--- src/rtl/i2c_stc_pkg.sv ---
package i2c_stc_pkg;

    typedef enum logic [2:0] {
        ST_IDLE    = 3'd0,
        ST_RESV    = 3'd1,
        ST_RS_WAIT = 3'd2,
        ST_REL_SDA = 3'd3,
        ST_REL_SCL = 3'd4,
        ST_GEN_SDA = 3'd5,
        ST_SCL_LOW = 3'd6
    } stc_state_e;

    typedef struct packed {
        stc_state_e state;
        logic       pend;
        logic       refused;
    } stc_regs_t;

endpackage

--- src/rtl/i2c_stc_bus_mon.sv ---
module i2c_stc_bus_mon #(
    parameter int SYNC_STAGES = 2
) (
    input  logic clk,
    input  logic rst_n,
    input  logic sda_in,
    input  logic scl_in,
    output logic bus_busy
);
    localparam int LAST = SYNC_STAGES - 1;

    logic [LAST:0] sda_sync_q, sda_sync_d;
    logic [LAST:0] scl_sync_q, scl_sync_d;
    logic          sda_prev_q, sda_prev_d;
    logic          scl_prev_q, scl_prev_d;
    logic          busy_q, busy_d;
    logic          start_seen, stop_seen;

    generate
        if (SYNC_STAGES == 1) begin : g_one
            always_comb begin
                sda_sync_d = sda_in;
                scl_sync_d = scl_in;
            end
        end else begin : g_chain
            always_comb begin
                sda_sync_d = {sda_sync_q[LAST-1:0], sda_in};
                scl_sync_d = {scl_sync_q[LAST-1:0], scl_in};
            end
        end
    endgenerate

    always_comb begin
        sda_prev_d = sda_sync_q[LAST];
        scl_prev_d = scl_sync_q[LAST];
        start_seen = sda_prev_q && !sda_sync_q[LAST] && scl_prev_q && scl_sync_q[LAST];
        stop_seen  = !sda_prev_q && sda_sync_q[LAST] && scl_prev_q && scl_sync_q[LAST];
        busy_d     = busy_q;
        if (start_seen) begin
            busy_d = 1'b1;
        end else if (stop_seen) begin
            busy_d = 1'b0;
        end
    end

    always_ff @(posedge clk or negedge rst_n) begin
        if (!rst_n) begin
            sda_sync_q <= '1;
            scl_sync_q <= '1;
            sda_prev_q <= 1'b1;
            scl_prev_q <= 1'b1;
            busy_q     <= 1'b0;
        end else begin
            sda_sync_q <= sda_sync_d;
            scl_sync_q <= scl_sync_d;
            sda_prev_q <= sda_prev_d;
            scl_prev_q <= scl_prev_d;
            busy_q     <= busy_d;
        end
    end

    assign bus_busy = busy_q;
endmodule

--- src/rtl/i2c_stc_hold_timer.sv ---
module i2c_stc_hold_timer #(
    parameter int HOLD_W = 8
) (
    input  logic              clk,
    input  logic              rst_n,
    input  logic              restart,
    input  logic [HOLD_W-1:0] hold,
    output logic              expire
);
    logic [HOLD_W-1:0] cnt_q, cnt_d;
    logic [HOLD_W-1:0] last_val;

    always_comb begin
        last_val = (hold == '0) ? '0 : hold - 1'b1;
        expire   = (cnt_q >= last_val);
        if (restart) begin
            cnt_d = '0;
        end else if (expire) begin
            cnt_d = cnt_q;
        end else begin
            cnt_d = cnt_q + 1'b1;
        end
    end

    always_ff @(posedge clk or negedge rst_n) begin
        if (!rst_n) begin
            cnt_q <= '0;
        end else begin
            cnt_q <= cnt_d;
        end
    end
endmodule

--- src/rtl/i2c_stc_req_filter.sv ---
module i2c_stc_req_filter (
    input  logic enable,
    input  logic wr_en,
    input  logic wr_start,
    input  logic wr_stop,
    input  logic pending,
    input  logic master_own,
    input  logic master_wait,
    input  logic ninth_done,
    input  logic is_receiver,
    input  logic ack_en,
    input  logic last_rx,
    output logic req_ok
);
    logic write_valid;
    logic window_ok;

    always_comb begin
        write_valid = enable && wr_en && wr_start && !wr_stop && !pending;
        if (!master_own) begin
            window_ok = 1'b1;
        end else if (is_receiver) begin
            window_ok = master_wait && !ack_en && last_rx;
        end else begin
            window_ok = master_wait && ninth_done;
        end
        req_ok = write_valid && window_ok;
    end
endmodule

--- src/rtl/i2c_start_ctrl.sv ---
module i2c_start_ctrl
    import i2c_stc_pkg::*;
#(
    parameter int HOLD_W      = 8,
    parameter int SYNC_STAGES = 2
) (
    input  logic              clk,
    input  logic              rst_n,
    input  logic              enable,
    input  logic              reserve_off,
    input  logic              wr_en,
    input  logic              wr_start,
    input  logic              wr_stop,
    input  logic              release_cmd,
    input  logic              arb_lost,
    input  logic              master_own,
    input  logic              master_wait,
    input  logic              ninth_done,
    input  logic              is_receiver,
    input  logic              ack_en,
    input  logic              last_rx,
    input  logic              wait_release,
    input  logic [HOLD_W-1:0] hold_cycles,
    input  logic              sda_in,
    input  logic              scl_in,
    output logic              sda_oe,
    output logic              scl_oe,
    output logic              start_bit,
    output logic              refused,
    output logic              start_done
);
    stc_regs_t r_q, r_d;
    logic      bus_busy;
    logic      req_ok;
    logic      hold_expire;
    logic      timer_restart;

    i2c_stc_bus_mon #(.SYNC_STAGES(SYNC_STAGES)) u_mon (
        .clk      (clk),
        .rst_n    (rst_n),
        .sda_in   (sda_in),
        .scl_in   (scl_in),
        .bus_busy (bus_busy)
    );

    i2c_stc_req_filter u_filt (
        .enable      (enable),
        .wr_en       (wr_en),
        .wr_start    (wr_start),
        .wr_stop     (wr_stop),
        .pending     (r_q.pend),
        .master_own  (master_own),
        .master_wait (master_wait),
        .ninth_done  (ninth_done),
        .is_receiver (is_receiver),
        .ack_en      (ack_en),
        .last_rx     (last_rx),
        .req_ok      (req_ok)
    );

    i2c_stc_hold_timer #(.HOLD_W(HOLD_W)) u_tmr (
        .clk     (clk),
        .rst_n   (rst_n),
        .restart (timer_restart),
        .hold    (hold_cycles),
        .expire  (hold_expire)
    );

    always_comb begin
        r_d = r_q;
        unique case (r_q.state)
            ST_IDLE: begin
                if (req_ok) begin
                    if (master_own) begin
                        r_d.state   = ST_RS_WAIT;
                        r_d.pend    = 1'b1;
                        r_d.refused = 1'b0;
                    end else if (!bus_busy) begin
                        r_d.state   = ST_GEN_SDA;
                        r_d.pend    = 1'b1;
                        r_d.refused = 1'b0;
                    end else if (!reserve_off) begin
                        r_d.state   = ST_RESV;
                        r_d.pend    = 1'b1;
                        r_d.refused = 1'b0;
                    end else begin
                        r_d.refused = 1'b1;
                    end
                end
            end
            ST_RESV: begin
                if (!bus_busy) begin
                    r_d.state = ST_GEN_SDA;
                end
            end
            ST_RS_WAIT: begin
                if (wait_release) begin
                    r_d.state = ST_REL_SDA;
                end
            end
            ST_REL_SDA: begin
                if (hold_expire) begin
                    r_d.state = ST_REL_SCL;
                end
            end
            ST_REL_SCL: begin
                if (hold_expire) begin
                    r_d.state = ST_GEN_SDA;
                end
            end
            ST_GEN_SDA: begin
                if (hold_expire) begin
                    r_d.state = ST_SCL_LOW;
                end
            end
            ST_SCL_LOW: begin
                r_d.state = ST_IDLE;
                r_d.pend  = 1'b0;
            end
            default: begin
                r_d.state = ST_IDLE;
                r_d.pend  = 1'b0;
            end
        endcase

        if (!enable || arb_lost || release_cmd) begin
            r_d.state = ST_IDLE;
            r_d.pend  = 1'b0;
        end
        if (!enable) begin
            r_d.refused = 1'b0;
        end

        timer_restart = (r_d.state != r_q.state);
    end

    always_ff @(posedge clk or negedge rst_n) begin
        if (!rst_n) begin
            r_q.state   <= ST_IDLE;
            r_q.pend    <= 1'b0;
            r_q.refused <= 1'b0;
        end else begin
            r_q <= r_d;
        end
    end

    assign sda_oe     = (r_q.state == ST_GEN_SDA) || (r_q.state == ST_SCL_LOW);
    assign scl_oe     = (r_q.state == ST_REL_SDA) || (r_q.state == ST_SCL_LOW);
    assign start_bit  = r_q.pend && enable;
    assign refused    = r_q.refused;
    assign start_done = (r_q.state == ST_SCL_LOW);
endmodule

--- config.mk ---
export PLATFORM = sky130hd
export DESIGN_NAME = i2c_start_ctrl
export DESIGN_NICKNAME = d
export VERILOG_FILES = /design/src/rtl/i2c_stc_pkg.sv /design/src/rtl/i2c_stc_bus_mon.sv /design/src/rtl/i2c_stc_hold_timer.sv /design/src/rtl/i2c_stc_req_filter.sv /design/src/rtl/i2c_start_ctrl.sv
export SDC_FILE = /design/constraint.sdc
export NUM_CORES = 1
export LEC_CHECK = 0
export ABC_CLOCK_PERIOD_IN_PS = 2000
export BUFFER_PORTS_ARGS = -buffer_cell sky130_fd_sc_hd__clkbuf_2
export CORE_ASPECT_RATIO = 1.75
export CORE_MARGIN = 2
export CORE_UTILIZATION = 45
export CTS_BUF_LIST = sky130_fd_sc_hd__clkbuf_8
export CTS_CLUSTER_DIAMETER = 120
export DETAILED_ROUTE_END_ITERATION = 10
export GPL_ROUTABILITY_DRIVEN = 0
export PLACE_DENSITY = 0.74
export SYNTH_ARGS = -nofsm -noshare
export SYNTH_HDL_FRONTEND = slang
export SYNTH_SLANG_ARGS = --single-unit
--- constraint.sdc ---
create_clock -name clk -period 2 [get_ports clk]
set_input_delay 0.2 -clock clk [delete_from_list [all_inputs] [get_ports clk]]
set_output_delay 0.2 -clock clk [all_outputs]
set_load 0.01 [all_outputs]
==> impl_metrics.json, run 1 <==
{
  "instances_no_fill": 264,
  "route.vias.total": 1470,
  "cts_tree": "built",
  "synth_sequential_area_ratio_pct": 34.91,
  "power_frac_clock_pct": 15.5,
  "pwr_density_cell_nw_per_um2": 963.7,
  "ios": 31,
  "outcome": "finished, violations left",
  "final-seq-area_um2": 508.0,
  "max_freq_ghz": 0.4060,
  "portBuffers": 30,
  "leakage_uw": 0.0009037,
  "maxSlewViolCount": 0,
  "min_delay_path_depth": 1,
  "hold_wc_path_type": "input pin to register",
  "clock_buffers_created_by_tritoncts": 3,
  "final_antenna_net_count": 0,
  "drive_above_1_share_pct": 41.18,
  "grt_pass1_wl_um": 6313,
  "intPower_uw": 1214,
  "combinational_cell_fraction_of_total_power_pct": 55.4,
  "track_usage_pct": 23.00,
  "fp.dieH_um": 79.23,
  "largest_net_degree_at_the_start_of_global_routing": 21,
  "ctsHtreeMaxLevel": 1,
  "setup-tns-final_ps": -4584,
  "grt.overflow.total": 0,
  "cpMaxStageDelayCell": "or3_4",
  "failed_checks": "setup timing",
  "floorplan.initialDensity_pct": 46.82,
  "drcViolationCount": 0,
  "first_global_vias": 1537,
  "switching_share_pct": 38.14,
  "clock_tree_root_buffer_cell": "clkbuf_8",
  "mappedNetlistArea_um2": 1455,
  "yosys.cell_types.count": 46,
  "final_period_minus_worst_setup_slack_ps": 2463,
  "design.die.area_um2": 3722,
  "routed_via_density": 5.568,
  "worst_ep_required_time_ps": 2130,
  "timing_worst_setup_path_type": "input pin to register",
  "synthesis.instances": 162,
  "critPathLaunchType": "input pin",
  "clkSinkCount": 20,
  "timing.rr.end": "u_tmr.cnt_q[4]",
  "drt-initial-drc-count": 18,
  "worst_path_cell_trace": "buf_8 -> nor4_4 -> nand2_1 -> or3_4 -> buf_6 -> and2_4 -> ha_4 -> nand2b_4 -> a21oi_4 -> o31ai_2 -> a21oi_1 -> o32ai_1",
  "hold_violations": 0,
  "cp-end-kind": "register",
  "design.final.nets": 258,
  "dp_slack_ps": -774.9,
  "total_switching_power_uw": 748.7,
  "worst_pin_slew_ps": 504.5,
  "drv_cap": 0,
  "dp_cells": 256,
  "regToRegStartpoint": "u_tmr.cnt_q[3]",
  "post-dp-hpwl_um": 3154,
  "worstPathArrival_ps": 2590,
  "die_outline_width_um": 46.99,
  "fp-row-count": 27,
  "layout.filler_cells": 263,
  "final_core_utilization_pct": 65.54,
  "worstRegToRegCells": 7,
  "finClkSkew_ps": 8.192,
  "synth_warn": 0,
  "slew_headroom_pct": 66.37,
  "area_occupied_by_multi_input_gates_um2": 1021,
  "crit_path_max_incr_delay_ps": 430,
  "areaGrowthSynthToFinish_pct": 39.98,
  "rsz0062_at_grt": "true",
  "synthesis.nets": 198,
  "final.setup.worst_slack_ps": -463.3,
  "antenna_cells": 0,
  "portion_of_total_power_attributed_to_sequential_cells_pct": 29.1,
  "min_delay_endpoint": "u_mon.sda_sync_q[0]",
  "worst_path_fanout_max": 4,
  "syn-mean-instance-area_um2": 8.982,
  "coreArea_um2": 3108,
  "report.final.setup_viol": 11,
  "wl_per_cell_um": 14.83,
  "wl_um": 3915,
  "timing.reg2reg.setup_slack_ps": -80,
  "vdd.ir_drop.worst_uv": 611.3,
  "drt_pass1_iterations": 4,
  "clk_path_buf_depth": 2,
  "yosys_register_bits": 20,
  "worst_skew_pair_later_pin_latency_ps": 260,
  "hold_start": "sda_in",
  "fin_crit_sh_pct": 123.2,
  "clk_transition_reported_paths_ps": 80,
  "antenna_violations_before_repair": 0
}
## cell usage after synthesis, drive strengths merged
| master | n | share of area [%] |
|---|---|---|
| a211oi | 2 | 1.0 |
| a21boi | 1 | 0.52 |
| a21o | 2 | 1.0 |
| a21oi | 7 | 4.2 |
| a22oi | 1 | 0.52 |
| a31oi | 4 | 1.7 |
| and2 | 5 | 2.1 |
| and3 | 1 | 0.43 |
| and4b | 1 | 0.69 |
| clkbuf | 4 | 1.0 |
| dfrtp | 14 | 24 |
| dfstp | 6 | 11 |
| ha | 10 | 8.6 |
| inv | 6 | 1.5 |
| nand2 | 14 | 3.6 |
| nand2b | 3 | 1.3 |
| nand3 | 6 | 2.1 |
| nand3b | 1 | 0.52 |
| nand4 | 3 | 1.3 |
| nand4b | 1 | 0.60 |
| nor2 | 19 | 5.1 |
| nor2b | 6 | 2.6 |
| nor3 | 8 | 2.8 |
| nor3b | 1 | 0.52 |
| nor4 | 2 | 1.9 |
| o2111ai | 1 | 1.0 |
| o211ai | 1 | 0.52 |
| o21a | 2 | 1.0 |
| o21ai | 8 | 3.0 |
| o21bai | 1 | 0.52 |
| o31a | 1 | 0.69 |
| o31ai | 1 | 1.5 |
| o32ai | 1 | 0.60 |
| or2 | 1 | 0.43 |
| or3 | 2 | 0.95 |
| or3b | 1 | 0.60 |
| or4 | 1 | 0.77 |
| xnor2 | 8 | 4.8 |
| xor2 | 5 | 3.0 |
## how the worst max path moves through the flow
stage	start	endpoint	slack, ps	cells past startpoint
after floorplan	hold_cycles[5]	u_tmr.cnt_q[1]	-450	11
after global placement	hold_cycles[5]	u_tmr.cnt_q[2]	-660	12
after detailed placement	hold_cycles[5]	u_tmr.cnt_q[1]	-770	12
after CTS	hold_cycles[3]	u_tmr.cnt_q[1]	-440	12
after global routing	hold_cycles[3]	u_tmr.cnt_q[4]	-580	13
final	hold_cycles[3]	r_q[4]	-460	12
## power by group through the flow
| stage | combinational, uW | clock (uW) | sequential (uW) |
|---|---|---|---|
| after floorplan | 622 | 0 | 591 |
| after global placement | 971 | 0 | 568 |
| after detailed placement | 1030 | 0 | 572 |
| after CTS | 1090 | 310 | 572 |
| after global routing | 1190 | 323 | 579 |
| final | 1090 | 304 | 571 |
## per-stage QoR
step	hold slack [ps]	power (uW)	area (um2)
finish	27.01	1963	2037
global route	10.12	2096	2037
CTS	18.92	1969	2033
detailed placement	186.4	1599	1909
global placement	179.9	1539	1909
floorplan	-95.59	1214	1533
## metal layers
| metal | up-vias | share of wire (%) | global-route usage (%) | wire length [um] |
|---|---|---|---|---|
| met5 | - | 0 | 0 | 0 |
| met4 | 0 | 3.9 | 10.83 | 151 |
| met3 | 14 | 2.8 | 2.045 | 110 |
| met2 | 44 | 60 | 44.25 | 2333 |
| met1 | 717 | 34 | 22.06 | 1319 |
| li1 | 695 | - | - | - |
## cell families (layout without fill, tap and decap cells)
logic type | Yosys count | after routing | synth area share [%]
DFF | 20 | 20 | 34.91
and+or+nand+nor | 76 | 76 | 28.21
xor gates and xnor gates | 13 | 13 | 7.825
buffers and inverters | 10 | 68 | 2.579
adders and majority gates | 10 | 10 | 8.598
AOI/OAI and AO/OA | 33 | 34 | 17.88
## registers in the layout (all words and copies together) (netlist names)
signal and flops:
u_mon.bus_busy 1, r_q 4, u_mon.scl_sync_q 2, refused 1, u_mon.sda_prev_q 1, u_tmr.cnt_q 8, u_mon.scl_prev_q 1, u_mon.sda_sync_q 2
## critical path: cells and delay by family
kind,cells,cell delay [ps]
AO/OA/AOI/OAI,4,840
AND/OR/NAND/NOR,5,1060
buffers and inverters,2,230
adder cells (fa/ha/maj),1,240
## layout by cell type (no fill, tap or decap), drive strengths merged, types with 7 or more instances in the layout
cell type   n
ha         10
o21ai       8
xnor2       8
nor2       19
a21oi       7
nor3        8
nand2      14
clkbuf     33
dfrtp      14
buf        28
## area by class of cell
| cell class | count | share of cell area [%] |
|---|---|---|
| multi-input combinational | 133 | 50.12 |
| sequential | 20 | 24.94 |
| timing repair buffer | 58 | 18.49 |
| clock buffer | 4 | 2.703 |
| tap | 43 | 2.641 |
| inverter | 6 | 1.106 |
## repair_timing
item | in CTS | in global routing
endpoints found under the hold margin | 14 | 0
endpoints found under the setup margin | 11 | 11
cloned | 1 | 0
resized for setup | 5 | 2
hold buffers | 1 | 0
setup buffers | 2 | 0
pin swaps | 6 | 3
Power figures use the tool's default switching activity.
==> run 2: changes to the inputs <==
--- a/config.mk
+++ b/config.mk
@@ -5,6 +5,7 @@
 export SDC_FILE = /design/constraint.sdc
 export NUM_CORES = 1
 export LEC_CHECK = 0
+export ABC_AREA = 1
 export ABC_CLOCK_PERIOD_IN_PS = 2000
 export BUFFER_PORTS_ARGS = -buffer_cell sky130_fd_sc_hd__clkbuf_2
 export CORE_ASPECT_RATIO = 1.75
==> run 2 against run 1 <==
  * The flow still finishes with violations (setup timing)
  * Via count increased by 3.2%
  * Highest routed layer unchanged
  * Synthesized cell count grew 28%
  * Worst setup slack improved by 76 ps
  * Critical path type unchanged
  * Die area increased by 6.5%
  * Largest power group unchanged
  * Clock-buffer cell count down 1
  * Critical endpoint is now u_tmr.cnt_q[7]
  * Sequential share of layout area is 2.5 points lower
  * First-iteration DRC count increased by 11%
  * Combinational power is 13% lower
  * Clock skew is essentially flat
  * Wire length down 5.1%
  * Critical path depth rose by 6
==> impl_metrics.json, run 2 <==
{
  "grt_pass1_wl_um": 5885,
  "synthesis.nets": 243,
  "clk_path_buf_depth": 2,
  "cpMaxStageDelayCell": "ha_4",
  "clkSinkCount": 20,
  "antenna_violations_before_repair": 0,
  "max_flop_register": "u_tmr.cnt_q",
  "worst_path_cell_trace": "buf_12 -> nor2_4 -> nand4_1 -> nor3_2 -> xor2_1 -> nand2_1 -> ha_4 -> nand2_4 -> o21a_4 -> nand2_4 -> buf_6 -> nand3_2 -> nand4_1 -> nand2_1 -> nand2_1 -> nand2_2 -> nand2_4 -> nor2_2",
  "hold_violations": 0,
  "drv_cap": 0,
  "wl_um": 3715,
  "pwr_density_cell_nw_per_um2": 849.2,
  "final_common_cell": "nand2_1",
  "areaGrowthSynthToFinish_pct": 45.42,
  "coreArea_um2": 3328,
  "worst_pin_slew_ps": 505.0,
  "maxSlewViolCount": 0,
  "syn-mean-instance-area_um2": 7.519,
  "rsz0062_at_grt": "true",
  "cts_tree": "built",
  "m1WireLength_um": 1339,
  "worst_path_fanout_max": 8,
  "design.final.nets": 305,
  "layout.filler_cells": 266,
  "postSynth.topFlopCell": "dfrtp_1",
  "drcViolationCount": 0,
  "fp-row-count": 28,
  "synth_sequential_area_ratio_pct": 32.64,
  "fp.dieH_um": 81.80,
  "place_area_um2": 1988,
  "wl_met3_um": 89,
  "track_usage_pct": 18.82,
  "worst_ep_required_time_ps": 2140,
  "crit_path_max_incr_delay_ps": 300,
  "mostFrequentLayoutCells": "34 x nand2_1, 27 x inv_1, 27 x clkbuf_2",
  "area_occupied_by_multi_input_gates_um2": 1054,
  "worstPathArrival_ps": 2530,
  "synth_edf_count": 0,
  "final.setup.worst_slack_ps": -387.4,
  "floorplan.initialDensity_pct": 46.77,
  "slew_headroom_pct": 66.34,
  "drt-initial-drc-count": 20,
  "clk_transition_reported_paths_ps": 70,
  "hold_wc_path_type": "input pin to register",
  "ctsHtreeMaxLevel": 1,
  "portBuffers": 30,
  "timing_worst_setup_path_type": "input pin to register",
  "post-synth-top-count-cell": "nand2_1",
  "clock_tree_root_buffer_cell": "clkbuf_8",
  "die_outline_width_um": 48.46,
  "max_freq_ghz": 0.4189,
  "synthesis.instances": 207,
  "synth_warn": 0,
  "route.vias.total": 1517,
  "outcome": "finished, violations left",
  "mappedNetlistArea_um2": 1556,
  "setup-tns-final_ps": -3175,
  "wl_met2_um": 2204,
  "top_regs": "u_tmr.cnt_q (8), r_q (4)",
  "design.die.area_um2": 3964,
  "yosys-top-cells-count": "42 x nand2_1, 33 x inv_1, 15 x nand3_1, 15 x nor2_1, 14 x dfrtp_1",
  "first_global_vias": 1532,
  "synthArstFlopShare_pct": 100.0,
  "yosys.cell_types.count": 32,
  "post-dp-hpwl_um": 2730,
  "largest_net_degree_at_the_start_of_global_routing": 21,
  "buf_inv_on_cp": 2,
  "routed_via_density": 4.847,
  "final-seq-area_um2": 508.0,
  "fin_crit_sh_pct": 119.4,
  "antenna_cells": 0,
  "vdd.ir_drop.worst_uv": 571.3,
  "report.final.setup_viol": 11,
  "clock_buffers_created_by_tritoncts": 3,
  "grt.overflow.total": 0,
  "wl_per_cell_um": 11.87,
  "synth_area_leader_cell": "dfrtp_1",
  "final_antenna_net_count": 0,
  "failed_checks": "setup timing",
  "cp-end-kind": "register",
  "timing.critical_path.max_delay_family": "simple AND/OR/NAND/NOR gates",
  "finClkSkew_ps": 7.782,
  "synthDominantCellAreaShare_pct": 22.51,
  "ios": 31,
  "final_cell_area_um2": 2263,
  "drt_pass1_iterations": 4,
  "max_reg_flops": 8,
  "synth.area.top_cells": "dfrtp_1 23%, dfstp_2 10%, nand2_1 10%",
  "top_layer": "met4",
  "worst_skew_pair_later_pin_latency_ps": 260,
  "final_period_minus_worst_setup_slack_ps": 2387,
  "critPathLaunchType": "input pin",
  "drive_above_1_share_pct": 48.88,
  "yosys_register_bits": 20,
  "leakage_uw": 0.001210
}
run 2: cell types whose count changed after synthesis, moves of 6 or more:
cell,previous run,this run
nand3_1,6,15
inv_2,0,8
xnor2_1,8,2
nor2_2,1,11
nand2_1,14,42
nor3_1,8,1
nor2b_1,6,0
inv_1,6,33
nand2_2,0,6
run 2: logic make-up (layout without fill, tap and decap cells):
family | count (synthesis) | count (layout) | synth area share (%)
flops | 20 | 20 | 32.64
fa+ha+maj | 10 | 10 | 8.039
compound gates | 18 | 18 | 7.798
xor+xnor | 11 | 11 | 6.190
buf+inv | 41 | 102 | 9.888
simple gates | 106 | 106 | 34.73
mux | 1 | 1 | 0.7234
run 2: metal layers:
metal,up-vias,track usage [%]
li1,775,-
met1,701,17.36
met2,33,39.58
met3,8,1.636
met4,0,10.57
met5,-,0
run 2: per-stage QoR:
stage | hold slack, ps | util, % | power [uW] | cells | setup WS, ps
6_report | 23.04 | 68.01 | 1922 | 313 | -387.4
2_1_floorplan | -95.59 | - | 1059 | 207 | -311.9
5_1_grt | 13.27 | 68.01 | 2061 | 313 | -507.3
3_5_place_dp | 190.2 | 59.74 | 1335 | 304 | -757.2
3_3_place_gp | 185.1 | 59.74 | 1317 | 304 | -738.0
4_1_cts | 12.60 | 64.06 | 1782 | 313 | -241.9
run 2: power by group:
group	leakage, uW	switching, uW	internal [uW]
Sequential	0.000243	79.1	495
Combinational	0.000931	495	455
Clock	0.0000357	132	267
Total	0.00121	705	1220
run 2: timing repair:
item,4_1_cts,5_1_grt
hold buffers,1,0
endpoints found under the hold margin,14,0
pin swaps,23,31
setup endpoints to repair,11,11
gates resized for setup,7,31
buffers inserted,5,2
run 2: final timing paths:
kind                       slack, ps                   to  depth (start not counted)           startpoint
setup / recovery                -390       u_tmr.cnt_q[7]                         18       hold_cycles[1]
hold / removal                    20  u_mon.scl_sync_q[0]                          1               scl_in
setup reg to reg                 -80       u_tmr.cnt_q[7]                         15       u_tmr.cnt_q[2]
hold reg to reg                  360  u_mon.sda_sync_q[1]                          0  u_mon.sda_sync_q[0]
max in group asynchronous       1190  u_mon.sda_sync_q[1]                          2                rst_n
min in group asynchronous        440       u_tmr.cnt_q[0]                          2                rst_n
run 2: cell type report:
type / count / area share [%]
Tap cell: 45 / 2.488
Multi-Input combinational cell: 146 / 46.55
Sequential cell: 20 / 22.44
Clock inverter: 1 / 1.327
Inverter: 41 / 7.684
Timing Repair Buffer: 57 / 17.69
Clock buffer: 3 / 1.824
